File: src/rtl/pcib_pkg.sv
package pcib_pkg;
  localparam logic [1:0]  SZ_WORD      = 2'b10;
  localparam logic [31:0] OFF_CFGADDR  = 32'h0000_01C0;
  localparam logic [31:0] OFF_MBASE    = 32'h0000_01C4;
  localparam logic [31:0] OFF_IOBASE   = 32'h0000_01C8;
  localparam logic [31:0] OFF_DATA     = 32'h0000_0220;
  localparam logic [31:0] MBASE_MASK   = 32'hFF00_0001;
  localparam logic [31:0] IOBASE_MASK  = 32'hFFFC_0001;
  localparam logic [31:0] IOBASE_RST   = 32'hFE24_0000;
  localparam logic [31:0] HDR_RST      = 32'h0290_0080;
  localparam int          HDR_IDX      = 1;

  typedef enum logic [2:0] {
    TGT_NONE, TGT_WIN, TGT_CFGADDR, TGT_MBASE, TGT_IOBASE, TGT_DATA
  } tgt_e;
endpackage

File: src/rtl/pcib_cfg_space.sv
module pcib_cfg_space #(
  parameter int WORDS = 64,
  localparam int IDX_W = $clog2(WORDS)
) (
  input  logic             clk,
  input  logic             rst,
  input  logic             wr_en,
  input  logic [IDX_W-1:0] idx,
  input  logic [31:0]      wdata,
  output logic [31:0]      rdata
);
  import pcib_pkg::*;

  logic [31:0] mem [WORDS];
  logic [31:0] ram_q;
  logic [31:0] hdr_q;
  logic        hdr_sel_q;
  logic        is_hdr;

  assign is_hdr = (int'(idx) == HDR_IDX);

  // plain single-port RAM, read-first, no reset: block RAM friendly
  always_ff @(posedge clk) begin
    if (wr_en && !is_hdr) mem[idx] <= wdata;
    ram_q <= mem[idx];
  end

  // header word kept in flops so it has a reset value
  always_ff @(posedge clk) begin
    if (rst) begin
      hdr_q     <= HDR_RST;
      hdr_sel_q <= 1'b0;
    end else begin
      if (wr_en && is_hdr) hdr_q <= wdata;
      hdr_sel_q <= is_hdr;
    end
  end

  assign rdata = hdr_sel_q ? hdr_q : ram_q;
endmodule

File: src/rtl/pcib_ctrl_regs.sv
module pcib_ctrl_regs (
  input  logic        clk,
  input  logic        rst,
  input  logic        wr_cfgaddr,
  input  logic        wr_mbase,
  input  logic        wr_iobase,
  input  logic [31:0] wdata,
  output logic [31:0] cfgaddr_q,
  output logic [31:0] mbase_q,
  output logic [31:0] iobase_q,
  output logic        io_move,
  output logic [31:0] io_win_base
);
  import pcib_pkg::*;

  logic base_differs;
  assign base_differs = (wdata[31:18] != iobase_q[31:18]);

  always_ff @(posedge clk) begin
    if (rst) begin
      cfgaddr_q <= '0;
      mbase_q   <= '0;
      iobase_q  <= IOBASE_RST;
      io_move   <= 1'b0;
    end else begin
      io_move <= 1'b0;
      if (wr_cfgaddr) cfgaddr_q <= wdata;
      if (wr_mbase)   mbase_q   <= wdata & MBASE_MASK;
      if (wr_iobase && base_differs) begin
        iobase_q <= wdata & IOBASE_MASK;
        io_move  <= 1'b1;
      end
    end
  end

  assign io_win_base = {iobase_q[31:18], 18'b0};
endmodule

File: src/rtl/pcib_cfg_port.sv
module pcib_cfg_port (
  input  logic        clk,
  input  logic        rst,
  input  logic        start,
  input  logic        start_we,
  input  logic [31:0] start_addr,
  input  logic [31:0] start_wdata,
  output logic        cfg_req,
  output logic        cfg_we,
  output logic [31:0] cfg_addr,
  output logic [31:0] cfg_wdata,
  input  logic        cfg_ack,
  input  logic [31:0] cfg_rdata,
  output logic        done,
  output logic [31:0] done_rdata
);
  always_ff @(posedge clk) begin
    if (rst) begin
      cfg_req    <= 1'b0;
      cfg_we     <= 1'b0;
      cfg_addr   <= '0;
      cfg_wdata  <= '0;
      done       <= 1'b0;
      done_rdata <= '0;
    end else begin
      done <= 1'b0;
      if (cfg_req) begin
        if (cfg_ack) begin
          cfg_req    <= 1'b0;
          done       <= 1'b1;
          done_rdata <= cfg_we ? 32'h0 : cfg_rdata;
        end
      end else if (start) begin
        cfg_req   <= 1'b1;
        cfg_we    <= start_we;
        cfg_addr  <= start_addr;
        cfg_wdata <= start_wdata;
      end
    end
  end
endmodule

File: src/rtl/pcib_irq_route.sv
module pcib_irq_route #(
  parameter int NUM_IRQ = 4
) (
  input  logic               clk,
  input  logic               rst,
  input  logic               evt,
  input  logic [7:0]         devfn,
  input  logic               level,
  output logic [NUM_IRQ-1:0] lines
);
  logic [4:0] dev;
  logic       unused_fn;
  assign dev       = devfn[7:3];
  assign unused_fn = ^devfn[2:0];

  for (genvar i = 0; i < NUM_IRQ; i++) begin : g_line
    always_ff @(posedge clk) begin
      if (rst)                            lines[i] <= 1'b0;
      else if (evt && int'(dev) == i)     lines[i] <= level;
    end
  end
endmodule

File: src/rtl/pcib_regfile.sv
module pcib_regfile #(
  parameter int ADDR_W    = 12,
  parameter int CFG_WORDS = 64,
  parameter int NUM_IRQ   = 4,
  localparam int IDX_W    = $clog2(CFG_WORDS),
  localparam int WIN_BYTES = CFG_WORDS * 4
) (
  input  logic               clk,
  input  logic               rst,
  input  logic               bus_req,
  input  logic               bus_we,
  input  logic [1:0]         bus_size,
  input  logic [ADDR_W-1:0]  bus_addr,
  input  logic [31:0]        bus_wdata,
  output logic               bus_ack,
  output logic [31:0]        bus_rdata,
  output logic               cfg_req,
  output logic               cfg_we,
  output logic [31:0]        cfg_addr,
  output logic [31:0]        cfg_wdata,
  input  logic               cfg_ack,
  input  logic [31:0]        cfg_rdata,
  output logic               io_move,
  output logic [31:0]        io_win_base,
  input  logic               irq_evt,
  input  logic [7:0]         irq_devfn,
  input  logic               irq_level,
  output logic [NUM_IRQ-1:0] irq_out
);
  import pcib_pkg::*;

  logic [31:0] a32;
  logic        legal;
  tgt_e        tgt;
  logic        rsp_pend, rsp_we;
  tgt_e        rsp_tgt;
  logic [31:0] win_rdata, cfgaddr_q, mbase_q, iobase_q;
  logic        port_done;
  logic [31:0] port_rdata;
  logic [31:0] local_rdata;

  // decode
  always_comb begin
    a32 = '0;
    a32[ADDR_W-1:0] = bus_addr;
    legal = (bus_size == SZ_WORD) && (bus_addr[1:0] == 2'b00);
    if (!legal)                          tgt = TGT_NONE;
    else if (a32 < 32'(WIN_BYTES))       tgt = TGT_WIN;
    else if (a32 == OFF_CFGADDR)         tgt = TGT_CFGADDR;
    else if (a32 == OFF_MBASE)           tgt = TGT_MBASE;
    else if (a32 == OFF_IOBASE)          tgt = TGT_IOBASE;
    else if (a32 == OFF_DATA)            tgt = TGT_DATA;
    else                                 tgt = TGT_NONE;
  end

  pcib_cfg_space #(.WORDS(CFG_WORDS)) u_space (
    .clk   (clk),
    .rst   (rst),
    .wr_en (bus_req && bus_we && tgt == TGT_WIN),
    .idx   (bus_addr[IDX_W+1:2]),
    .wdata (bus_wdata),
    .rdata (win_rdata)
  );

  pcib_ctrl_regs u_ctrl (
    .clk         (clk),
    .rst         (rst),
    .wr_cfgaddr  (bus_req && bus_we && tgt == TGT_CFGADDR),
    .wr_mbase    (bus_req && bus_we && tgt == TGT_MBASE),
    .wr_iobase   (bus_req && bus_we && tgt == TGT_IOBASE),
    .wdata       (bus_wdata),
    .cfgaddr_q   (cfgaddr_q),
    .mbase_q     (mbase_q),
    .iobase_q    (iobase_q),
    .io_move     (io_move),
    .io_win_base (io_win_base)
  );

  pcib_cfg_port u_port (
    .clk         (clk),
    .rst         (rst),
    .start       (bus_req && tgt == TGT_DATA),
    .start_we    (bus_we),
    .start_addr  (cfgaddr_q),
    .start_wdata (bus_wdata),
    .cfg_req     (cfg_req),
    .cfg_we      (cfg_we),
    .cfg_addr    (cfg_addr),
    .cfg_wdata   (cfg_wdata),
    .cfg_ack     (cfg_ack),
    .cfg_rdata   (cfg_rdata),
    .done        (port_done),
    .done_rdata  (port_rdata)
  );

  pcib_irq_route #(.NUM_IRQ(NUM_IRQ)) u_irq (
    .clk   (clk),
    .rst   (rst),
    .evt   (irq_evt),
    .devfn (irq_devfn),
    .level (irq_level),
    .lines (irq_out)
  );

  // response stage for local targets
  always_ff @(posedge clk) begin
    if (rst) begin
      rsp_pend <= 1'b0;
      rsp_we   <= 1'b0;
      rsp_tgt  <= TGT_NONE;
    end else begin
      rsp_pend <= bus_req && (tgt != TGT_DATA);
      rsp_we   <= bus_we;
      rsp_tgt  <= tgt;
    end
  end

  always_comb begin
    case (rsp_tgt)
      TGT_WIN:     local_rdata = win_rdata;
      TGT_CFGADDR: local_rdata = cfgaddr_q;
      TGT_MBASE:   local_rdata = mbase_q;
      TGT_IOBASE:  local_rdata = iobase_q;
      default:     local_rdata = 32'h0;
    endcase
  end

  always_ff @(posedge clk) begin
    if (rst) begin
      bus_ack   <= 1'b0;
      bus_rdata <= '0;
    end else begin
      bus_ack <= rsp_pend || port_done;
      if (rsp_pend)       bus_rdata <= rsp_we ? 32'h0 : local_rdata;
      else if (port_done) bus_rdata <= port_rdata;
      else                bus_rdata <= 32'h0;
    end
  end
endmodule

File: config.mk
export PLATFORM = sky130hd
export DESIGN_NAME = pcib_regfile
export DESIGN_NICKNAME = d
export VERILOG_FILES = /design/src/rtl/pcib_pkg.sv /design/src/rtl/pcib_cfg_space.sv /design/src/rtl/pcib_ctrl_regs.sv /design/src/rtl/pcib_cfg_port.sv /design/src/rtl/pcib_irq_route.sv /design/src/rtl/pcib_regfile.sv
export SDC_FILE = /design/constraint.sdc
export NUM_CORES = 2
export LEC_CHECK = 0
export CAP_MARGIN = 20
export CORE_MARGIN = 5
export CORE_UTILIZATION = 40
export DETAILED_ROUTE_END_ITERATION = 8
export DONT_BUFFER_PORTS = 1
export MAX_ROUTING_LAYER = met4
export PLACE_DENSITY = 0.59
export SLEW_MARGIN = 40
export SYNTH_ARGS = -nofsm -noshare
export SYNTH_HDL_FRONTEND = slang
export SYNTH_HIERARCHICAL = 1
export SYNTH_SLANG_ARGS = --single-unit
File: constraint.sdc
create_clock -name clk -period 11.5 [get_ports clk]
set_input_delay 1.15 -clock clk [delete_from_list [all_inputs] [get_ports clk]]
set_output_delay 1.15 -clock clk [all_outputs]
set_load 0.1 [all_outputs]
==> results <==
- For this configuration, the core starts out at a cell density of 0.401.
- The post-synthesis instance total is 5465.
- The die outline height is 481 µm.
- 229 I/O pins were placed.
- The count of synthesis-stage warnings from yosys is 6.
- The number of hold violations in the final report came to 0.
- Of all cell types, the one taking the most synthesized area is sky130_fd_sc_hd__edfxtp_1.
- The clock-pin slew reported for the worst setup and hold paths after clock tree synthesis is 0.06 ns.
- Across the run, the number of max-cap violations was 0.
- The maximum number of pins on one net before global-route repair is 373.
- The clock skew is 0.0596 ns.
- The cell with the largest stage delay on the worst path is sky130_fd_sc_hd__nor2_4.
- The number of distinct library cells after synthesis is 80.
- Counting tap cells, the placed design contains a total of 8184 instances.
- For this block, the via count after detailed routing is 53159.
- Of the post-synthesis cell area, the dominant cell type holds 0.692.
- Measured along the x axis, the die boundary spans 481 µm.
- Compared with the post-synthesis result, the final layout area differs by 12.3%.
- The number of remaining DRC errors is 0.
- The worst-case IR drop observed on VDD is 164 µV.
- The number of core rows is 173.
- The worst-margin pin slew is 1.13 ns.
- The initial antenna violation count is 17.
- In this run, post-CTS repair resized a total of 0 instances.
- The number of enable flip-flop cells after synthesis is 2048.
- The first global-routing pass estimated 381000 µm of wire.
- The power density relative to cell area is 172 nW/µm².
- The post-synthesis sequential area ratio is 0.751.
- The net count of the finished layout is 5534.
- The standard cell core area is 222000 µm².
- The maximum clock frequency is 209 MHz.
- The signal on the critical path passes through nor4bb_1, and3_1, o21ai_0, a211oi_1, buf_4, nor2b_1, nand2_1, nor2_4, buf_4.
- The path class of the tightest hold or removal check is in -> reg.
- The routed design has 272000 µm of wire.
- The number of H-tree branching levels is 4.
- The run finished with clean final reports.
- At the later pin of the worst-skew pair, clock insertion delay measures 0.88 ns.
- The cell area after synthesis is 88900 µm².
- The area of the die is 232000 µm².
- The largest family of logic cells by synthesized area is compound AO/OA/AOI/OAI gates.
- The post-route fraction of the period consumed by the critical path is 0.417.
- The worst-case headroom to the max-slew limit is 0.249.
- The final critical delay including setup and external delays is 4.79 ns.
- In the final layout, the share of cells above drive strength 1 is 0.165.
- The endpoint kind of the worst setup timing path is a register.
- The number of sinks on the clock net is 2311.
- The cell sitting at the root of the clock tree is a sky130_fd_sc_hd__clkbuf_16.
- Counting the buffers created by CTS gives 230.
- For the worst setup path, the data required time is 11.99 ns.
- Counting along the longest clock path gives a buffer depth of 3.
- The number of global-route vias before repair is 50195.
- The overflow left after global routing is 0.
- In this design, the stage delay of the slowest critical-path cell is 0.72 ns.
- After the first detailed-routing iteration, the DRC count stood at 6889.
- The final count of pins violating max slew is 0.
- After detailed routing, the number of vias per cell comes to 6.16.
- The number of buffer cells added on primary ports is 0.
- Counting flops with an async set or reset pin after synthesis yields a share of 0.
- The most frequently used cell type in the post-synthesis netlist is sky130_fd_sc_hd__edfxtp_1.
- For flop-to-flop paths, the worst setup slack is 8.62 ns.
- Routability-driven placement finished with a final weighted congestion of 0.848.
- The number of failing setup endpoints in the final timing report is 0.
- The area fraction in compound gates after synthesis came to 0.116.
- The average cell area after synthesis is 16.3 µm².
- After synthesis, the cell types taking the most area are sky130_fd_sc_hd__edfxtp_1 69%, sky130_fd_sc_hd__dfxtp_1 5.9%, sky130_fd_sc_hd__a221oi_1 3.9%.
- Counting instances in the post-synthesis netlist gives the leading cell types as 2048 x sky130_fd_sc_hd__edfxtp_1, 393 x sky130_fd_sc_hd__a221oi_1, 338 x sky130_fd_sc_hd__nand2_1, 315 x sky130_fd_sc_hd__a22oi_1, 308 x sky130_fd_sc_hd__nor2_1.
- The post-CTS setup buffer count is 0.
- Setup repair after global routing left no endpoint under its margin.
- STA classifies the critical path startpoint as an input pin.
- The most instantiated flip-flop cell in the synthesis netlist is sky130_fd_sc_hd__edfxtp_1.
- Of all nets on the critical path, the largest fanout is 34.
- The static leakage power is 30.6 nW.
- The number of buffers inserted for hold repair after clock tree synthesis is 0.
- Final hold analysis gives a worst-case slack of 0.337 ns.
- The worst path arrival time is 5.29 ns.
- The adder-cell share of the synthesized area is 0.
- The portion of synthesized area spent on multiplexers is 0.0544.
- For this run, the total global-route usage over all layers was measured as 0.234.
- The number of cells in the finished layout apart from fillers is 8627.
- The pre-antenna-repair detailed-routing pass consisted of 6 iterations.
- The completed layout was analyzed and its total power is 0.0172 W.
- For the final routed database, the setup TNS stands at 0 ns.
- The HPWL after detailed placement is 151000 µm.
- After detailed routing, the average wire length per cell comes to 31.5 µm.
- The detail route stage leaves a number of antenna-violating nets equal to 0.
- In this design, the critical path's most frequently occurring cell is sky130_fd_sc_hd__buf_4.
- The xor and xnor fraction of the mapped netlist area is 0.00138.
- The type of the setup path with the least slack is in -> reg.
- The TritonCTS clock tree is built.
- The flip-flop and latch count after synthesis is 2311.
- Of the total synthesized cell area, the portion taken by AND, OR, NAND and NOR gates is 0.0473.
report_power, final:
| part | switching (W) | internal [W] | total [W] |
|---|---|---|---|
| Combinational | 0.000443 | 0.000219 | 0.000662 |
| Clock | 0.00326 | 0.00413 | 0.00738 |
| Sequential | 0.0000147 | 0.00915 | 0.00916 |
| Total | 0.00371 | 0.0135 | 0.0172 |
sequential cells by signal, indices dropped and copies added, names as in the netlist, 3 cells and up:
signal / cells
u_space/mem: 2048
bus_rdata: 32
u_ctrl/cfgaddr_q: 32
u_port/cfg_addr: 32
u_port/cfg_wdata: 32
u_port/done_rdata: 32
u_space/hdr_q: 32
u_space/ram_q: 32
u_ctrl/iobase_q: 15
u_ctrl/mbase_q: 9
u_irq/lines: 4
rsp_tgt: 3
path summary, 6_finish.rpt:
path | from | to | cells past startpoint
max | bus_addr[7] | u_space/mem[26][9]$_DFFE_PP_ | 9
min | rst | u_port/done_rdata[19]$_SDFFE_PP0P_ | 1
max reg2reg | u_space/mem[61][10]$_DFFE_PP_ | u_space/ram_q[10]$_DFF_P_ | 6
min reg2reg | u_port/done_rdata[17]$_SDFFE_PP0P_ | bus_rdata[17]$_SDFF_PP0_ | 2
critical path: cells and delay by family:
| family | cells | cell delay (ns) |
|---|---|---|
| buffers and inverters | 2 | 0.85 |
| AND/OR/NAND/NOR | 5 | 2.42 |
| AO/OA/AOI/OAI | 2 | 0.80 |
per-layer routing:
metal	vias to the layer above	part of all wire	global-route usage
li1	21933	-	-
met1	27819	0.40	0.318
met2	2958	0.46	0.359
met3	449	0.11	0.0522
met4	0	0.026	0.0592
met5	-	0	-
layout by cell type, fill, tap and decap left out, types with 78 or more instances in the layout:
| cell | netlist | routed |
|---|---|---|
| sky130_fd_sc_hd__a21oi_1 | 163 | 163 |
| sky130_fd_sc_hd__a221oi_1 | 393 | 393 |
| sky130_fd_sc_hd__a22oi_1 | 315 | 315 |
| sky130_fd_sc_hd__buf_4 | 99 | 135 |
| sky130_fd_sc_hd__clkbuf_16 | 0 | 230 |
| sky130_fd_sc_hd__conb_1 | 2 | 90 |
| sky130_fd_sc_hd__dfxtp_1 | 263 | 150 |
| sky130_fd_sc_hd__dfxtp_2 | 0 | 113 |
| sky130_fd_sc_hd__edfxtp_1 | 2048 | 2048 |
| sky130_fd_sc_hd__mux2_2 | 84 | 84 |
| sky130_fd_sc_hd__mux2i_1 | 153 | 153 |
| sky130_fd_sc_hd__mux4_2 | 85 | 85 |
| sky130_fd_sc_hd__nand2_1 | 338 | 335 |
| sky130_fd_sc_hd__nor2_1 | 308 | 240 |
| sky130_fd_sc_hd__nor3_1 | 79 | 78 |
| sky130_fd_sc_hd__o21ai_0 | 93 | 89 |
| sky130_fd_sc_hd__o22ai_1 | 104 | 104 |
per-stage QoR:
step / utilization / setup slack (ns) / instance area [µm²]
finish: 0.450 / 6.71 / 99800
global route: 0.450 / 6.72 / 99800
CTS: 0.450 / 6.82 / 99800
detailed placement: 0.416 / 5.93 / 92300
global placement: 0.415 / 6.03 / 92000
floorplan: - / 6.71 / 89200
kinds of logic after synthesis:
logic type,Yosys count
AO/OA/AOI/OAI,1373
XOR/XNOR,14
buffers and inverters,487
flip-flops,2311
multiplexers,361
other,2
AND/OR/NAND/NOR,917
area by class of cell:
type | count | area (µm²)
diodes | 14 | 35.0
clock buffers | 285 | 6010
clock inverters | 144 | 1460
fillers | 19181 | 122000
inverters | 3 | 18.8
multi-input cells | 2755 | 20600
flip-flops and latches | 2311 | 66900
well taps | 2975 | 3720
repair buffers | 140 | 1110
Power figures use the tool's default switching activity.
